===== src/rtl/bnpc_pkg.sv =====
// Shared codes and control types for the branch / next-PC unit.
// Assumes a 4-bit kind code driven by the instruction decoder.
package bnpc_pkg;

    localparam int KIND_W = 4;

    localparam logic [KIND_W-1:0] K_SEQ    = 4'd0;
    localparam logic [KIND_W-1:0] K_BEQ    = 4'd1;
    localparam logic [KIND_W-1:0] K_BNE    = 4'd2;
    localparam logic [KIND_W-1:0] K_BLEZ   = 4'd3;
    localparam logic [KIND_W-1:0] K_BGTZ   = 4'd4;
    localparam logic [KIND_W-1:0] K_BLTZ   = 4'd5;
    localparam logic [KIND_W-1:0] K_BGEZ   = 4'd6;
    localparam logic [KIND_W-1:0] K_BLTZL  = 4'd7;
    localparam logic [KIND_W-1:0] K_BGEZL  = 4'd8;
    localparam logic [KIND_W-1:0] K_JABS   = 4'd9;
    localparam logic [KIND_W-1:0] K_JABSL  = 4'd10;
    localparam logic [KIND_W-1:0] K_JREG   = 4'd11;

    // Condition selected for a conditional branch
    typedef enum logic [2:0] {
        C_NEVER = 3'd0,
        C_EQ    = 3'd1,
        C_NE    = 3'd2,
        C_LEZ   = 3'd3,
        C_GTZ   = 3'd4,
        C_LTZ   = 3'd5,
        C_GEZ   = 3'd6
    } cond_e;

    // Decoded control for one instruction
    typedef struct packed {
        logic  cond_br;   // conditional, PC-relative
        logic  jabs;      // absolute region jump
        logic  jreg;      // register-indirect jump
        logic  link;      // request register 31 write
        cond_e cond;
    } ctrl_t;

endpackage


===== src/rtl/bnpc_decode.sv =====
// Maps the kind code onto control fields.
// Assumes: codes not listed decode to the sequential path.
module bnpc_decode
    import bnpc_pkg::*;
(
    input  logic [KIND_W-1:0] kind,
    output ctrl_t             ctrl
);

    // Purpose: translate kind code into control fields
    always_comb begin
        ctrl = '{cond_br: 1'b0, jabs: 1'b0, jreg: 1'b0, link: 1'b0, cond: C_NEVER};
        case (kind)
            K_BEQ:   begin ctrl.cond_br = 1'b1; ctrl.cond = C_EQ;  end
            K_BNE:   begin ctrl.cond_br = 1'b1; ctrl.cond = C_NE;  end
            K_BLEZ:  begin ctrl.cond_br = 1'b1; ctrl.cond = C_LEZ; end
            K_BGTZ:  begin ctrl.cond_br = 1'b1; ctrl.cond = C_GTZ; end
            K_BLTZ:  begin ctrl.cond_br = 1'b1; ctrl.cond = C_LTZ; end
            K_BGEZ:  begin ctrl.cond_br = 1'b1; ctrl.cond = C_GEZ; end
            K_BLTZL: begin ctrl.cond_br = 1'b1; ctrl.cond = C_LTZ; ctrl.link = 1'b1; end
            K_BGEZL: begin ctrl.cond_br = 1'b1; ctrl.cond = C_GEZ; ctrl.link = 1'b1; end
            K_JABS:  begin ctrl.jabs = 1'b1; end
            K_JABSL: begin ctrl.jabs = 1'b1; ctrl.link = 1'b1; end
            K_JREG:  begin ctrl.jreg = 1'b1; end
            default: ;
        endcase
    end

endmodule


===== src/rtl/bnpc_cond.sv =====
// Evaluates the fused branch comparison.
// Assumes operands are two's complement for the zero comparisons.
module bnpc_cond
    import bnpc_pkg::*;
#(
    parameter int XLEN = 32
) (
    input  cond_e           cond,
    input  logic [XLEN-1:0] a,
    input  logic [XLEN-1:0] b,
    output logic            hit
);

    logic same;
    logic neg;
    logic zero;

    // Purpose: primitive comparison flags
    always_comb begin
        same = (a == b);
        neg  = a[XLEN-1];
        zero = ~|a;
    end

    // Purpose: select the flag combination for the condition
    always_comb begin
        case (cond)
            C_EQ:    hit = same;
            C_NE:    hit = ~same;
            C_LEZ:   hit = neg | zero;
            C_GTZ:   hit = ~neg & ~zero;
            C_LTZ:   hit = neg;
            C_GEZ:   hit = ~neg;
            default: hit = 1'b0;
        endcase
    end

endmodule


===== src/rtl/bnpc_target.sv =====
// Computes the sequential, PC-relative and absolute-region targets.
// Assumes XLEN > OFF_W and XLEN > TGT_W + word shift.
module bnpc_target #(
    parameter int XLEN  = 32,
    parameter int OFF_W = 16,
    parameter int TGT_W = 26
) (
    input  logic [XLEN-1:0]  pc,
    input  logic [OFF_W-1:0] off,
    input  logic [TGT_W-1:0] field,
    output logic [XLEN-1:0]  pc_seq,
    output logic [XLEN-1:0]  pc_rel,
    output logic [XLEN-1:0]  pc_abs
);

    localparam int WSH  = 2;
    localparam int HI_W = XLEN - TGT_W - WSH;
    localparam logic [XLEN-1:0] STEP = XLEN'(1 << WSH);

    logic [XLEN-1:0] off_ext;

    // Purpose: sequential successor
    always_comb pc_seq = pc + STEP;

    // Purpose: sign-extend and word-scale the displacement
    always_comb off_ext = {{(XLEN-OFF_W-WSH){off[OFF_W-1]}}, off, {WSH{1'b0}}};

    // Purpose: PC-relative target from the successor
    always_comb pc_rel = pc_seq + off_ext;

    // Purpose: region jump keeps the successor's top bits
    always_comb pc_abs = {pc_seq[XLEN-1 -: HI_W], field, {WSH{1'b0}}};

endmodule


===== src/rtl/bnpc_unit.sv =====
// Top of the branch / next-PC unit: decode, compare, target selection
// and the registered outputs. Assumes synchronous active-low reset.
module bnpc_unit
    import bnpc_pkg::*;
#(
    parameter int XLEN  = 32,
    parameter int OFF_W = 16,
    parameter int TGT_W = 26
) (
    input  logic              clk,
    input  logic              rst_n,
    input  logic [XLEN-1:0]   cur_pc,
    input  logic [KIND_W-1:0] br_kind,
    input  logic [XLEN-1:0]   opnd_a,
    input  logic [XLEN-1:0]   opnd_b,
    input  logic [OFF_W-1:0]  br_off,
    input  logic [TGT_W-1:0]  jmp_field,
    input  logic [XLEN-1:0]   jreg_val,
    output logic [XLEN-1:0]   next_pc,
    output logic              taken,
    output logic              link_we,
    output logic [XLEN-1:0]   link_val
);

    ctrl_t           ctrl;
    logic            hit;
    logic [XLEN-1:0] pc_seq;
    logic [XLEN-1:0] pc_rel;
    logic [XLEN-1:0] pc_abs;
    logic [XLEN-1:0] nxt_d;
    logic            tkn_d;

    bnpc_decode u_dec (
        .kind (br_kind),
        .ctrl (ctrl)
    );

    bnpc_cond #(.XLEN(XLEN)) u_cmp (
        .cond (ctrl.cond),
        .a    (opnd_a),
        .b    (opnd_b),
        .hit  (hit)
    );

    bnpc_target #(.XLEN(XLEN), .OFF_W(OFF_W), .TGT_W(TGT_W)) u_tgt (
        .pc     (cur_pc),
        .off    (br_off),
        .field  (jmp_field),
        .pc_seq (pc_seq),
        .pc_rel (pc_rel),
        .pc_abs (pc_abs)
    );

    // Purpose: pick the next PC and the taken flag
    always_comb begin
        tkn_d = ctrl.jreg | ctrl.jabs | (ctrl.cond_br & hit);
        if (ctrl.jreg)                nxt_d = jreg_val;
        else if (ctrl.jabs)           nxt_d = pc_abs;
        else if (ctrl.cond_br && hit) nxt_d = pc_rel;
        else                          nxt_d = pc_seq;
    end

    // Purpose: register all outputs
    always_ff @(posedge clk) begin
        if (!rst_n) begin
            next_pc  <= '0;
            taken    <= 1'b0;
            link_we  <= 1'b0;
            link_val <= '0;
        end else begin
            next_pc  <= nxt_d;
            taken    <= tkn_d;
            link_we  <= ctrl.link;
            link_val <= pc_seq;
        end
    end

endmodule


===== config.mk =====
export PLATFORM = sky130hd
export DESIGN_NAME = bnpc_unit
export DESIGN_NICKNAME = d
export VERILOG_FILES = /design/src/rtl/bnpc_pkg.sv /design/src/rtl/bnpc_decode.sv /design/src/rtl/bnpc_cond.sv /design/src/rtl/bnpc_target.sv /design/src/rtl/bnpc_unit.sv
export SDC_FILE = /design/constraint.sdc
export NUM_CORES = 1
export LEC_CHECK = 0
export BUFFER_PORTS_ARGS = -buffer_cell sky130_fd_sc_hd__buf_2
export CORE_AREA = 5 5 115 144
export CTS_CLUSTER_SIZE = 10
export DETAILED_ROUTE_END_ITERATION = 12
export DIE_AREA = 0 0 120 149
export MAX_ROUTING_LAYER = met4
export PLACE_DENSITY_LB_ADDON = 0.2
export RECOVER_POWER = 50
export SLEW_MARGIN = 0
export SYNTH_ARGS = -nofsm -noshare
export SYNTH_HDL_FRONTEND = slang
export SYNTH_HIERARCHICAL = 1
export SYNTH_SLANG_ARGS = --single-unit

===== constraint.sdc =====
create_clock -name clk -period 3.43 [get_ports clk]
set_input_delay 0.1715 -clock clk [delete_from_list [all_inputs] [get_ports clk]]
set_output_delay 0.1715 -clock clk [all_outputs]
set_load 0.05 [all_outputs]

; ---- Word level (Yosys, flattened, before mapping)
; Index checks and enable logic that the tools add are counted.
[totals]
reg_bits = 66
latchBits = 0
ram_bits = 0
romBits = 0
input_bits = 176
output_inout_bits = 66
wordCells = 48
n_memories = 0
[op_classes]
n_addsub = 2
n_mul = 0
n_div = 0
magnitude_cmp = 0
n_eq_ne = 18
n_shift = 0
muxes = 9
bitwise_logic = 7
reduce_logical = 8
[ops]
columns = operator, n
row1 = $mux W32, 3
row2 = $add A32 B3 Y32 const B, 1
row3 = $add A32 B32 Y32, 1
row4 = $eq A32 B32 Y1, 1
row5 = $reduce_or A32 Y1, 1
row6 = $pmux W3 S6, 1
row7 = $eq A4 B3 Y1 const B, 4
row8 = $eq A4 B4 Y1 const B, 4
row9 = $eq A3 B3 Y1 const B, 3
row10 = $eq A4 B2 Y1 const B, 2
row11 = $reduce_or A8 Y1, 1
row12 = $eq A3 B2 Y1 const B, 2
row13 = $pmux W1 S6, 1
row14 = $reduce_or A2 Y1, 3
row15 = $eq A4 B1 Y1 const B, 1
row16 = $mux W1, 4
row17 = $eq A3 B1 Y1 const B, 1
row18 = $or A1 B1 Y1, 3
row19 = $reduce_or A3 Y1, 1
row20 = $and A1 B1 Y1, 2
row21 = $not A1 Y1, 2
row22 = $logic_and A1 B1 Y1, 1
row23 = $logic_not A1 Y1, 1

; ---- Depth between registers and ports, before layout
; Gate-level depths: netlist (run 1).
[depth]
word_depth = 9
mapped_depth = 15
depth_no_buf = 15

; ---- Modules after synthesis
; The synthesis (run 1) kept the hierarchy.
[modules_own_cells]
columns = module, n_inst, cells_each, area_per_inst_um2, seq_area_each_um2
row1 = bnpc_unit, 1, 300, 3452.1, 1321.3
row2 = bnpc_target, 1, 371, 2519.9, 0.0
row3 = bnpc_cond, 1, 61, 484.2, 0.0
row4 = bnpc_decode, 1, 17, 116.4, 0.0

; ---- Worst setup path before layout (run 1)
; No wires, ideal clock.
[synth_path]
path_type = input -> register
start = input cur_pc[4]
end = register next_pc[28]
setup_ns = 0.096
arrival_ns = 3.175
t_required_ns = 3.334
setup_slack_ns = 0.159
cell_stages = 14
path_buffers = 0
cell_sequence = nand4_1 nor3_1 nand2_1 nor2_1 xor2_1 ha_1 and3_1 nand2_1 or3_4 a311oi_4 a21oi_1 o311ai_2 and4bb_1 o41ai_2
[synth_via]
elab_chain_cells = 5
[synth_lines]
columns = element, line_no
row1 = "start, declared", bnpc_unit.sv:12  ; input logic [XLEN-1:0] cur_pc,
row2 = $add A32 B3 Y32, bnpc_target.sv:23  ; always_comb pc_seq = pc + STEP;
row3 = via pc_seq[15], bnpc_unit.sv:27  ; logic [XLEN-1:0] pc_seq;
row4 = $add A32 B32 Y32, bnpc_target.sv:29  ; always_comb pc_rel = pc_seq + off_ext;
row5 = via pc_rel[28], bnpc_unit.sv:28  ; logic [XLEN-1:0] pc_rel;
row6 = $mux W32, bnpc_unit.sv:59  ; else if (ctrl.cond_br && hit) nxt_d = pc_rel;
row7 = $mux W32, bnpc_unit.sv:58  ; else if (ctrl.jabs) nxt_d = pc_abs;
row8 = $mux W32, bnpc_unit.sv:57  ; if (ctrl.jreg) nxt_d = jreg_val;
row9 = "end signal, assigned", bnpc_unit.sv:71  ; next_pc <= nxt_d;
row10 = "end, declared", bnpc_unit.sv:19  ; output logic [XLEN-1:0] next_pc,
; The timed path passes the listed nets, and every way through them passes these cells.
; A chain may end at the register's enable or synchronous reset.

; ---- Worst setup path after layout (run 1)
[layout_path]
start = input cur_pc[4]
end = register next_pc[26]
; Same word-level chain as after synthesis.

==> reports/qor.yml, run 1 <==
final_layout:
  fin_util_pct: 57.7
  fin_cells: 1213
  fin_nets: 1236
  synthToLayoutAreaGrowth_pct: 31.2
  n_antenna_cell: 0
  drive_gt1_share_pct: 43.2
synthesis:
  syn_area_sq_um: 6570
  synth_top_area_cell: "dfxtp_1"
  ys_ff_latch: 66
  synth_most_common_cell: "dfxtp_1"
  synth-edff-count: 0
  synthTopCellsByCount: "dfxtp_1 (66), nand3_1 (56), xor2_1 (50)"
  synth-main-ff-cell: "dfxtp_1"
  syn_area_per_cell_sq_um: 8.78
  synth_cell_type_count: 64
  synth_top_area_share_pct: 20.1
  yosysSeqAreaShare_pct: 20.1
  yosys_warnings: 6
  async_reset_ff_share_pct: 0
  synth.area.top_cells: "dfxtp_1 (20%), o41ai_2 (7.7%), xor2_1 (6.7%), ha_1 (6.3%), a211oi_2 (5.3%)"
  syn_inst: 749
timing:
  fin_crit_ps: 3190
  holdWs_ps: 62.4
  drv_slew: 0
  slew_headroom_pct: 57.4
  fmax_mhz: 313
  finalHoldViolations: 0
  rsz0062_at_grt: "yes"
  post-route-period-util_pct: 93.1
  setup_viol: 0
  worstMarginPinSlew_ps: 639
clocking:
  path_clk_slew_ps: 60
  root_buffer: "clkbuf_16"
  max-clock-path-buffers: 2
  cts_made_buffers: 9
  cts.sinks: 66
  tritoncts: "done"
  cts_htree_levels: 3
grt:
  grt_use_met2_pct: 44.5
  grt_pass1_vias: 6865
  grt_usage_pct: 24.4
  grt.busiest_layer: "met2"
  grt_pass1_wl_mm: 34.2
  grt_overflow: 0
  grt_max_degree: 98
  grt_antenna_before_repair: 0
  grtUsageMet1_pct: 27.3
  use_met3_pct: 3.38
status:
  status: "completed"
route:
  drc_errors: 0
  first_iter_violations: 379
  ant_nets: 0
  wire_per_inst_um: 17.7
  wl_mm: 21.5
  firstDrtPassIters: 4
  vias: 6557
  post_drt_via_cell_ratio: 5.41
floorplan:
  io_pins: 242
  dieWidth_um: 120
  core_area_sq_um: 15000
  initial_core_util_pct: 44.0
  die_h_um: 149
  rows: 50
  dieArea_sq_um: 17900
setup_path:
  cp.required_ps: 3620
  end_kind: "register"
  arrival_ps: 3390
  worstSetupPathType: "in -> reg"
  path_max_fanout: 6
  crit_path_start_kind: "primary input"
min_path:
  hold_path_end: "next_pc[23]"
  min_path_type: "in -> reg"
  holdPathStages: 3
  hp-start: "jreg_val[23]"
placement:
  place_inst: 1195
  gp_congestion: 0.960
  dpl.hpwl_mm: 17.2
  portBuffers: 241
run:
  drv_cap: 0
power_and_ir_drop:
  power_density_nw_per_um2: 370
  peakVddDrop_uv: 174
  leakage_nw: 4.04
-- timing repair --
item                                    CTS  global route
setup buffers                             0             2
endpoints found under the setup margin    0             6
gates resized for setup                   0             9
hold buffers                              0             0
-- through the flow --
| step | power [mW] | setup TNS [ps] | setup WS, ps | area, sq um |
|---|---|---|---|---|
| after global placement | 2.18 | -944 | -395 | 8250 |
| final | 3.19 | 0 | 236 | 8620 |
| after global routing | 3.37 | -8.49 | -8.49 | 8620 |
| after floorplan | 1.77 | 0 | 159 | 6580 |
| after CTS | 3.21 | 0 | 52.0 | 8570 |
| after detailed placement | 2.18 | -719 | -265 | 8250 |
-- layout by cell type, fill, tap and decap left out, drive strengths merged, types with 33 or more instances in the layout --
cell type  synthesis  routed
and2              37      37
buf               63     347
nand2             41      41
a21oi             36      36
xnor2             36      36
a211oi            36      36
nand3             56      56
ha                33      33
dfxtp             66      66
nor2              34      34
xor2              51      51
nor2b             36      36
-- kinds of logic after synthesis --
kind of cell / Yosys count / synth area share, %
compound gates: 170 / 24.3
fa+ha+maj: 34 / 6.59
xor+xnor: 87 / 11.7
simple gates: 299 / 27.7
other cells: 1 / 0.0571
buf+inv: 91 / 9.40
mux: 1 / 0.171
flops: 66 / 20.1
-- cell type report --
| class | instances | area [sq um] |
|---|---|---|
| Clock buffer | 11 | 243 |
| Clock inverter | 5 | 77.6 |
| Fill cell | 1427 | 6330 |
| Inverter | 9 | 33.8 |
| Multi-Input combinational cell | 593 | 4690 |
| Sequential cell | 66 | 1320 |
| Tap cell | 182 | 228 |
| Timing Repair Buffer | 347 | 2030 |
-- report_power, final --
group | internal (mW) | leakage (nW) | switching, mW
clock | 0.654 | 0.156 | 0.360
sequential | 0.833 | 0.550 | 0.0150
combinational | 0.537 | 3.33 | 0.789
-- routing by layer --
layer	share of wire (%)	vias up
li1	-	3303
met1	40	3009
met2	52	216
met3	5.4	29
met4	2.3	0
met5	0	-
-- sequential cells by signal (all words and copies together), names as in the netlist --
| register | count |
|---|---|
| link_val | 32 |
| next_pc | 32 |
| link_we | 1 |
| taken | 1 |
-- worst max-delay path by stage --
| stage | to | from | cells past startpoint | slack, ps |
|---|---|---|---|---|
| 2_1_floorplan | next_pc[28] | cur_pc[4] | 14 | 160 |
| 3_5_place_dp | next_pc[26] | cur_pc[4] | 17 | -270 |
| 4_1_cts | next_pc[26] | cur_pc[4] | 17 | 50 |
| 5_1_grt | next_pc[31] | cur_pc[4] | 18 | -8 |
| 6_report | next_pc[26] | cur_pc[4] | 17 | 240 |
| 3_3_place_gp | next_pc[26] | cur_pc[4] | 17 | -390 |
-- critical path: stages --
cell,delay [ps]
buf_2,100
nand4_1,160
nor3_1,220
buf_4,160
nand2_1,80
nor2_1,170
nand3_1,150
xnor2_2,230
ha_1,350
a21oi_2,170
o21ai_1,150
a211oi_2,310
o21bai_1,120
a21oi_1,230
xnor2_1,110
nor4bb_1,360
o41ai_2,130
(Power assumes the default switching activity.)
==> run 2: changes to the inputs <==
Settings changed: CORE_AREA 5 5 115 144 to 5 5 127 129, DIE_AREA 0 0 120 149 to 0 0 132 134.
==> reports/qor.yml, run 2 (synthesis gave the netlist of run 1 again) <==
status:
  status: "finished, violations left"
  violations: "max-capacitance violations, max-slew violations"
setup_path:
  end_kind: "register"
  cp.required_ps: 3630
  startpoint: "cur_pc[4]"
  endpoint: "next_pc[26]"
  path_max_fanout: 6
  worstSetupPathType: "in -> reg"
  crit_path_start_kind: "primary input"
  arrival_ps: 3440
grt:
  grt_pass1_vias: 6628
  grt_overflow: 0
  grt_pass1_wl_mm: 33.1
  grt_max_degree: 61
  grt_usage_pct: 23.3
  grt_antenna_before_repair: 0
clocking:
  cts_htree_levels: 3
  tritoncts: "done"
  max-clock-path-buffers: 2
  root_buffer: "clkbuf_16"
  cts.sinks: 66
  cts_hold_buffers: 0
  path_clk_slew_ps: 60
  cts_made_buffers: 9
final_layout:
  fin_nets: 1226
  fin_cells: 1209
  drive_gt1_share_pct: 36.8
  fill_cells: 1407
  synthToLayoutAreaGrowth_pct: 29.5
  n_antenna_cell: 0
  mostFrequentLayoutCell: "buf_2"
  final_cell_mix: "buf_2 (187), buf_4 (93), dfxtp_1 (66)"
  largestRegisters: "link_val: 32 flops, next_pc: 32 flops"
floorplan:
  die_h_um: 134
  core_area_sq_um: 14900
  dieArea_sq_um: 17700
  initial_core_util_pct: 44.1
  dieWidth_um: 132
  io_pins: 242
  rows: 45
power_and_ir_drop:
  p_sw_share_pct: 34.9
  clock_power_share_pct: 35.0
  p_int_mw: 2.15
  switchingPower_mw: 1.15
  power_frac_comb_pct: 39.2
  peakVddDrop_uv: 252
  power_density_nw_per_um2: 388
  power_frac_seq_pct: 25.8
  leakage_nw: 3.82
placement:
  place_inst: 1192
  gp_congestion: 0.929
  post-place-ws_ps: -230
  portBuffers: 241
  dpl.hpwl_mm: 16.3
min_path:
  hp-start: "jreg_val[11]"
  min_path_type: "in -> reg"
route:
  ant_nets: 0
  wire_per_inst_um: 17.1
  post_drt_via_cell_ratio: 5.35
  firstDrtPassIters: 5
  wl_mm: 20.7
  drc_errors: 0
  first_iter_violations: 303
  vias: 6464
timing:
  finalHoldViolations: 0
  slew_headroom_pct: -7.71
  setup_viol: 0
  fin_crit_ps: 3240
  worstMarginPinSlew_ps: 1620
  worst_slack_ps: 193
  drv_slew: 39
  fin_setup_tns_ps: 0
  fmax_mhz: 309
  post-route-period-util_pct: 94.4
run:
  drv_cap: 1
-- run 2: layer usage --
metal	part of all wire, %	GRT usage [%]	up-vias
li1	-	-	3275
met1	46	30.1	2960
met2	47	37.8	209
met3	5.6	4.43	20
met4	1.4	5.94	0
met5	0	-	-
-- run 2: timing repair --
item | in CTS | in global routing
endpoints found under the setup margin | 0 | 6
resized for setup | 0 | 5
endpoints found under the hold margin | 0 | 0
buffers inserted | 0 | 1
-- run 2: worst min path at each step --
stage / endpoint / slack, ps / cells after the start
after global routing: next_pc[22] / 60 / 3
final: next_pc[11] / 60 / 3
after global placement: next_pc[18] / 410 / 3
after floorplan: next_pc[23] / 310 / 2
after CTS: next_pc[22] / 50 / 3
after detailed placement: next_pc[22] / 410 / 3
-- run 2: cell type report --
type	instances	area, sq um	share of cell area (%)
multi-input cells	593	4670	54.9
repair buffers	337	1880	22.1
flip-flops and latches	66	1320	15.5
clock buffers	11	243	2.85
clock inverters	5	125	1.47
inverters	9	33.8	0.397
well taps	188	235	2.76
-- run 2: critical path: stages --
cell and delay (ps):
buf_2 140, nand4_1 160, nor3_1 220, buf_4 170, nand2_1 90, nor2_1 200, nand3_1 160, xnor2_2 170
ha_1 350, a21oi_1 220, o21ai_1 170, a211oi_2 280, o21bai_1 120, a21oi_1 220, xnor2_1 100, nor4bb_1 350
o41ai_2 120
-- run 2: power groups by stage --
stage               Combinational, mW  Sequential, mW  Clock, mW
floorplan                       0.664            1.10          0
global placement                 1.30           0.867          0
detailed placement               1.30           0.867          0
CTS                              1.31           0.852       1.18
global route                     1.40           0.860       1.21
finish                           1.30           0.853       1.16
-- run 2: per-stage QoR --
step | instance area, sq um | utilization, % | hold WS, ps | total power [mW]
2_1_floorplan | 6580 | - | 307 | 1.77
3_3_place_gp | 8190 | 54.9 | 408 | 2.16
3_5_place_dp | 8190 | 54.9 | 407 | 2.17
4_1_cts | 8560 | 57.4 | 46.4 | 3.34
5_1_grt | 8510 | 57.0 | 61.2 | 3.47
6_report | 8510 | 57.0 | 57.6 | 3.31
